`config.mk`:
```
export PLATFORM = sky130hd
export DESIGN_NAME = twm_eeprom_slave
export DESIGN_NICKNAME = d
export VERILOG_FILES = /design/src/rtl/twm_pkg.sv /design/src/rtl/twm_line_mon.sv /design/src/rtl/twm_cell_array.sv /design/src/rtl/twm_busy_timer.sv /design/src/rtl/twm_eeprom_slave.sv
export SDC_FILE = /design/constraint.sdc
export NUM_CORES = 1
export LEC_CHECK = 0
export ABC_AREA = 1
export BUFFER_PORTS_ARGS = -buffer_cell sky130_fd_sc_hd__buf_2
export CAP_MARGIN = 15
export CELL_PAD_IN_SITES_DETAIL_PLACEMENT = 0
export CELL_PAD_IN_SITES_GLOBAL_PLACEMENT = 1
export CORE_UTILIZATION = 48
export CTS_BUF_LIST = sky130_fd_sc_hd__clkbuf_16
export CTS_CLUSTER_DIAMETER = 60
export CTS_CLUSTER_SIZE = 24
export DETAILED_ROUTE_END_ITERATION = 8
export PLACE_DENSITY = 0.82
export SLEW_MARGIN = 15
export SYNTH_ARGS = -nofsm -noshare
export SYNTH_HDL_FRONTEND = slang
export SYNTH_SLANG_ARGS = --single-unit
```
`constraint.sdc`:
```
create_clock -name clk -period 3 [get_ports clk]
set_clock_uncertainty 0.2 [all_clocks]
set_input_delay 0.15 -clock clk [delete_from_list [all_inputs] [get_ports clk]]
set_output_delay 0.15 -clock clk [all_outputs]
set_load 0.005 [all_outputs]
```
`src/rtl/twm_pkg.sv`:
```
package twm_pkg;
    localparam int TWM_BYTE_W = 8;

    typedef enum logic [2:0] {
        ST_IDLE,
        ST_CTRL,
        ST_ADDR,
        ST_DATA,
        ST_ACK,
        ST_RD_SEND,
        ST_RD_ACK,
        ST_WAIT
    } twm_state_e;
endpackage

```
`src/rtl/twm_line_mon.sv`:
```
module twm_line_mon #(
    parameter int SYNC_STAGES = 2
) (
    input  logic clk,
    input  logic rst_n,
    input  logic scl_i,
    input  logic sda_i,
    output logic scl_lvl,
    output logic sda_lvl,
    output logic scl_rise,
    output logic scl_fall,
    output logic start_det,
    output logic stop_det
);
    localparam int MSB = SYNC_STAGES - 1;

    logic [SYNC_STAGES-1:0] scl_pipe;
    logic [SYNC_STAGES-1:0] sda_pipe;
    logic                   scl_prev;
    logic                   sda_prev;

    // idle bus is high on both lines
    always_ff @(posedge clk or negedge rst_n) begin
        if (!rst_n) begin
            scl_pipe <= '1;
            sda_pipe <= '1;
            scl_prev <= 1'b1;
            sda_prev <= 1'b1;
        end else begin
            scl_pipe <= {scl_pipe[MSB-1:0], scl_i};
            sda_pipe <= {sda_pipe[MSB-1:0], sda_i};
            scl_prev <= scl_pipe[MSB];
            sda_prev <= sda_pipe[MSB];
        end
    end

    assign scl_lvl   = scl_pipe[MSB];
    assign sda_lvl   = sda_pipe[MSB];
    assign scl_rise  = scl_lvl & ~scl_prev;
    assign scl_fall  = ~scl_lvl & scl_prev;
    assign start_det = scl_lvl & scl_prev & sda_prev & ~sda_lvl;
    assign stop_det  = scl_lvl & scl_prev & ~sda_prev & sda_lvl;
endmodule

```
`src/rtl/twm_cell_array.sv`:
```
module twm_cell_array #(
    parameter int DEPTH = 16,
    parameter int WIDTH = 8,
    localparam int AW   = $clog2(DEPTH)
) (
    input  logic             clk,
    input  logic             rst_n,
    input  logic             we,
    input  logic [AW-1:0]    waddr,
    input  logic [WIDTH-1:0] wdata,
    input  logic [AW-1:0]    raddr,
    output logic [WIDTH-1:0] rdata
);
    logic [WIDTH-1:0] cells [DEPTH];

    always_ff @(posedge clk or negedge rst_n) begin
        if (!rst_n) begin
            for (int i = 0; i < DEPTH; i++) cells[i] <= '0;
        end else begin
            for (int i = 0; i < DEPTH; i++) begin
                if (we && waddr == AW'(i)) cells[i] <= wdata;
            end
        end
    end

    assign rdata = cells[raddr];
endmodule

```
`src/rtl/twm_busy_timer.sv`:
```
module twm_busy_timer #(
    parameter int CYCLES = 200,
    localparam int CW    = $clog2(CYCLES + 1)
) (
    input  logic clk,
    input  logic rst_n,
    input  logic start,
    output logic busy
);
    logic [CW-1:0] remain;

    always_ff @(posedge clk or negedge rst_n) begin
        if (!rst_n)              remain <= '0;
        else if (start)          remain <= CW'(CYCLES);
        else if (remain != '0)   remain <= remain - CW'(1);
    end

    assign busy = (remain != '0);
endmodule

```
`src/rtl/twm_eeprom_slave.sv`:
```
module twm_eeprom_slave
    import twm_pkg::*;
#(
    parameter logic [3:0] DEV_CODE     = 4'b1010,
    parameter int         DEPTH        = 16,
    parameter int         WRITE_CYCLES = 200,
    parameter int         SYNC_STAGES  = 2
) (
    input  logic clk,
    input  logic rst_n,
    input  logic scl_i,
    input  logic sda_i,
    output logic sda_pull_o
);
    localparam int AW = $clog2(DEPTH);
    localparam int BW = TWM_BYTE_W;

    logic           scl_lvl, sda_lvl, scl_rise, scl_fall;
    logic           start_det, stop_det;
    twm_state_e     state, nxt;
    twm_state_e     ack_next;
    logic           ack_give, ack_ph, mst_ack;
    logic [3:0]     bit_cnt;
    logic [BW-1:0]  shreg, data_buf, rd_data, rx_byte;
    logic           data_valid;
    logic [AW-1:0]  addr_cnt;
    logic           busy, wr_go;

    twm_line_mon #(.SYNC_STAGES(SYNC_STAGES)) u_line (
        .clk(clk), .rst_n(rst_n), .scl_i(scl_i), .sda_i(sda_i),
        .scl_lvl(scl_lvl), .sda_lvl(sda_lvl),
        .scl_rise(scl_rise), .scl_fall(scl_fall),
        .start_det(start_det), .stop_det(stop_det)
    );

    twm_cell_array #(.DEPTH(DEPTH), .WIDTH(BW)) u_cells (
        .clk(clk), .rst_n(rst_n), .we(wr_go), .waddr(addr_cnt),
        .wdata(data_buf), .raddr(addr_cnt), .rdata(rd_data)
    );

    twm_busy_timer #(.CYCLES(WRITE_CYCLES)) u_busy (
        .clk(clk), .rst_n(rst_n), .start(wr_go), .busy(busy)
    );

    assign rx_byte = {shreg[BW-2:0], sda_lvl};

    // commit: the STOP's own SCL rise samples at most one bit of a new byte
    assign wr_go = stop_det && (state == ST_DATA) && (bit_cnt <= 4'd1) && data_valid;

    // next-state logic
    always_comb begin
        nxt = state;
        if (start_det) begin
            nxt = ST_CTRL;
        end else if (stop_det) begin
            nxt = ST_IDLE;
        end else begin
            unique case (state)
                ST_IDLE, ST_WAIT: nxt = state;
                ST_CTRL, ST_ADDR, ST_DATA:
                    if (scl_rise && bit_cnt == 4'd7) nxt = ST_ACK;
                ST_ACK:
                    if (scl_fall && ack_ph) nxt = ack_give ? ack_next : ST_WAIT;
                ST_RD_SEND:
                    if (scl_fall && bit_cnt == 4'd8) nxt = ST_RD_ACK;
                ST_RD_ACK:
                    if (scl_fall) nxt = mst_ack ? ST_RD_SEND : ST_WAIT;
                default: nxt = ST_IDLE;
            endcase
        end
    end

    // state register
    always_ff @(posedge clk or negedge rst_n) begin
        if (!rst_n) state <= ST_IDLE;
        else        state <= nxt;
    end

    // outputs and datapath
    always_ff @(posedge clk or negedge rst_n) begin
        if (!rst_n) begin
            shreg      <= '0;
            bit_cnt    <= '0;
            ack_ph     <= 1'b0;
            ack_give   <= 1'b0;
            ack_next   <= ST_IDLE;
            data_buf   <= '0;
            data_valid <= 1'b0;
            addr_cnt   <= '0;
            sda_pull_o <= 1'b0;
            mst_ack    <= 1'b0;
        end else if (start_det || stop_det) begin
            bit_cnt    <= '0;
            ack_ph     <= 1'b0;
            sda_pull_o <= 1'b0;
            data_valid <= 1'b0;
        end else begin
            unique case (state)
                ST_CTRL, ST_ADDR, ST_DATA: begin
                    if (scl_rise) begin
                        shreg <= rx_byte;
                        if (bit_cnt == 4'd7) begin
                            bit_cnt <= '0;
                            ack_ph  <= 1'b0;
                            if (state == ST_CTRL) begin
                                ack_give <= (rx_byte[7:4] == DEV_CODE) && !busy;
                                ack_next <= rx_byte[0] ? ST_RD_SEND : ST_ADDR;
                            end else if (state == ST_ADDR) begin
                                addr_cnt   <= rx_byte[AW-1:0];
                                ack_give   <= 1'b1;
                                ack_next   <= ST_DATA;
                                data_valid <= 1'b0;
                            end else begin
                                data_buf   <= rx_byte;
                                data_valid <= 1'b1;
                                ack_give   <= 1'b1;
                                ack_next   <= ST_DATA;
                            end
                        end else begin
                            bit_cnt <= bit_cnt + 4'd1;
                            // a second bit past a full byte: discard it
                            if (state == ST_DATA && bit_cnt == 4'd1) data_valid <= 1'b0;
                        end
                    end
                end
                ST_ACK: begin
                    if (scl_fall) begin
                        if (!ack_ph) begin
                            ack_ph     <= 1'b1;
                            sda_pull_o <= ack_give;
                        end else begin
                            ack_ph     <= 1'b0;
                            sda_pull_o <= 1'b0;
                            if (ack_give && ack_next == ST_RD_SEND) begin
                                shreg      <= rd_data;
                                sda_pull_o <= ~rd_data[BW-1];
                                addr_cnt   <= addr_cnt + AW'(1);
                                bit_cnt    <= 4'd1;
                            end
                        end
                    end
                end
                ST_RD_SEND: begin
                    if (scl_fall) begin
                        if (bit_cnt == 4'd8) begin
                            sda_pull_o <= 1'b0;
                            bit_cnt    <= '0;
                        end else begin
                            shreg      <= {shreg[BW-2:0], 1'b0};
                            sda_pull_o <= ~shreg[BW-2];
                            bit_cnt    <= bit_cnt + 4'd1;
                        end
                    end
                end
                ST_RD_ACK: begin
                    if (scl_rise) mst_ack <= !sda_lvl;
                    if (scl_fall && mst_ack) begin
                        shreg      <= rd_data;
                        sda_pull_o <= ~rd_data[BW-1];
                        addr_cnt   <= addr_cnt + AW'(1);
                        bit_cnt    <= 4'd1;
                    end
                end
                ST_IDLE, ST_WAIT: begin
                end
                default: begin
                end
            endcase
        end
    end
endmodule

```
==> impl_results.md <==
- Slew Limit Headroom: approximately half
- Worst slew pin tran: 0.7426 ns
- DR vias: 7021
- WP buf/inv: 2
- CTS root buf: clkbuf_16
- Global-route wire length before repair: 35490 um
- Storage cell area: 4413 um^2
- Worst-path cell chain: inv_1 -> ha_1 -> nor2_1 -> or2_2 -> nor4_4 -> buf_12 -> nand3_1 -> nand2_1 -> o21ai_0
- Clock network fraction of design power: 29.5%
- Distinct cells, synth: 35
- N_diodes: 0
- Setup CP Type: reg -> reg
- Final core occ: 54.16%
- Slowest-stage cell, CP: dfrtp_1
- Biggest area consumer among synthesized cells: dfrtp_1
- CTS max path bufs: 2
- CTS tree: done
- Average size of a mapped cell: 8.071 um^2
- Area delta synth->final: 9.229%
- Port buffer count: 4
- Synth Warn #: 0
- Worst min path class: in -> async
- Leakage: 4.385 nW
- Clk Latency, worst-skew pair: approximately 0.44 ns
- Post-synth top area share: slightly below 50%
- Top Family by Delay on Critical Path: simple AND/OR/NAND/NOR gates
- Post-CTS setup buffers: 0
- Fin crit period: ~2.6 ns
- Clock-pin slew on the worst setup and hold paths: around 0.07 ns
- Startpoint types: flip-flop
- Core Rows: 48
- Max Fanout on Critical Path: 16
- Critical path required time: 3.09 ns
- Share of cells above drive strength 1: 6.990%
- Fin cells: 1298
- RePlAce Congestion: 0.8467
- Status: finished, final reports clean
- GRT Total Usage: approximately a quarter
- Cell-internal power: 4.925 mW
- Combinational Power Share: between 30% and 40%
- VDD IR max: 0.5404 mV
- Synth Instances: 1070
- Routed WL per cell: ~17 um
- Filler cell count in the final layout: 1722
- CP endpoint kind: flip-flop
- Seq/Total Area, Yosys: 51.09%
- Die Y: around 140 um
- Resized cells post-CTS: 0
- TritonCTS Sinks: 176
- Mapped cell area: 8636 um^2
- Max-slew violation count: 0
- Initial antenna violation count: 0
- Setup TNS: 0 ns
- Drt drc: 0
- TritonRoute pass-1 iters: 6
- CTS buffer count: 17
- Yosys reg bits: 176
- Psw: 3.180 mW
- Die footprint: 18530 um^2
- H-tree Lvls: 4
- Number of global-route vias before repair: 6524
- Hold_buf cts: 3
- Die W: 136.1 um
- Io pins: 5
- Grt ovf: 0
- Final HPWL DP: 13840 um
- Core ar.: 17420 um^2
- DRT iter0 DRCs: 517
- Endpoints failing setup: 0
- Starting Density: 49.58%
- Routed wire length: around 22000 um
- Antenna viol nets, final: 0
- Critical Path Max Stage Delay: 0.42 ns
- Fmax: 389.2 MHz
- Vias per std cell: 5.409
- Period utilization: between 80% and 90%
- Placed insts: 1263
- Multi-input logic area: between 3000 and 4000 um^2
- Syn Nets: 1083
- Reg power frac: 34.1%
- Pwr/cell area: 859.2 nW/um^2
- RSZ-0062 raised after global routing: no
- Maxcap violations: 0
- Switching share of power: 39.24%
- Critical Path AT: 2.66 ns
- Largest net degree at the start of global routing: 74
- Largest cells by area after synthesis: dfrtp_1 (49%), o21ai_0 (13%), nand2_1 (12%)
- Final hold vios: 0
- Final #Nets: around 1.1k
[cells in the final DEF, fill, tap and decap left out, types with 2 or more instances in the layout]
master           n
nand2_1        270
o21ai_0        217
dfrtp_1        169
nor2_1         144
inv_1           76
nand3_1         37
a21oi_1         19
clkbuf_16       17
buf_4           15
o22ai_1         12
nand3_4         10
ha_1             9
nand4_1          8
o21ai_1          8
a21boi_0         6
dfstp_2          6
nor3_1           5
inv_6            5
bufinv_16        4
xor2_1           3
clkinv_4         3
dlygate4sd3_1    3
buf_2            3
buf_12           3
a31oi_1          2
clkinv_1         2
nor4_1           2
[area by class of cell]
cell class / count / share of cell area (%)
multi-input cells: 762 / 38.00
inverters: 78 / 3.104
well taps: 225 / 2.984
clock buffers: 17 / 4.510
repair buffers: 25 / 2.427
clock inverters: 15 / 2.189
flip-flops and latches: 176 / 46.78
[worst paths after layout]
path	from	cells after the start	slack, ns	endpoint
min in group clk	u_line.sda_pipe[0]$_DFF_PN1_	0	0.16	u_line.sda_pipe[1]$_DFF_PN1_
max reg2reg	bit_cnt[0]$_DFFE_PN0P_	9	0.43	u_cells.cells[125]$_DFFE_PN0P_
min	rst_n	2	0.1	u_cells.cells[43]$_DFFE_PN0P_
max in group asynchronous	rst_n	3	1.61	u_line.scl_pipe[0]$_DFF_PN1_
max	bit_cnt[0]$_DFFE_PN0P_	9	0.43	u_cells.cells[125]$_DFFE_PN0P_
min reg2reg	u_line.sda_pipe[0]$_DFF_PN1_	0	0.16	u_line.sda_pipe[1]$_DFF_PN1_
[power by group through the flow]
| stage | logic, mW | registers (mW) | clock network [mW] |
|---|---|---|---|
| floorplan | 2.06 | 2.76 | 0 |
| global placement | 2.92 | 2.79 | 0 |
| detailed placement | 2.92 | 2.80 | 0 |
| CTS | 2.94 | 2.76 | 2.44 |
| global route | 3.34 | 2.79 | 2.52 |
| finish | 2.95 | 2.76 | 2.39 |
[cells by family (layout without fill, tap and decap cells)]
group	after synthesis	after routing	share of synthesized area, %
simple gates	479	479	23.57
compound gates	271	271	16.33
flops	176	176	51.09
buf+inv	132	135	7.404
fa+ha+maj	9	9	1.304
xor+xnor	3	3	0.3043
[flip-flops by register name, indices dropped and copies added (netlist names)]
signal           flops
ack_give             1
sda_pull_o           1
u_line.scl_pipe      2
u_cells.cells      128
data_buf             8
u_line.scl_prev      1
data_valid           1
ack_next             3
state                3
bit_cnt              4
u_line.sda_pipe      2
shreg                7
u_line.sda_prev      1
addr_cnt             4
ack_ph               1
u_busy.remain        8
mst_ack              1
[stage by stage]
stage | hold WS [ns] | total power, mW | setup WS [ns] | area, um^2
final | 0.09771 | 8.105 | 0.4304 | 9433
after global routing | 0.1514 | 8.649 | 0.1562 | 9433
after CTS | 0.1220 | 8.132 | 0.4264 | 9433
after detailed placement | 0.01567 | 5.721 | 0.4437 | 8771
after global placement | 0.01805 | 5.716 | 0.5455 | 8771
after floorplan | -0.3456 | 4.821 | 0.4954 | 8636
[worst reg2reg max path, stage by stage, from the launching register on]
cell,delay (ns)
dfrtp_1,0.42
inv_1,0.12
ha_1,0.19
nor2_1,0.04
or2_2,0.32
nor4_4,0.21
buf_12,0.23
nand3_1,0.41
nand2_1,0.18
o21ai_0,0.10
[Yosys cell counts (all sizes together)]
library cell	number
nor4	3
nand4	8
a211o	1
or2	1
dfstp	6
buf	26
o211ai	1
nor2	144
nor3	5
clkbuf	28
a31o	1
a21oi	19
nand2	271
o21bai	1
xor2	3
a2bb2oi	1
o31ai	1
a22oi	1
clkinv	1
ha	9
nand3	47
dfrtp	170
a21boi	6
inv	77
a31oi	2
o21ai	225
o22ai	12
[layer usage]
metal  GRT usage (%)  routed length, um  share of wire, %
met1           37.51              11080                51
met2           39.03               9711                44
met5               0                  0                 0
met4           7.778                281               1.3
met3           3.803                844               3.9
No activity file was read; power rests on OpenSTA's default activity.
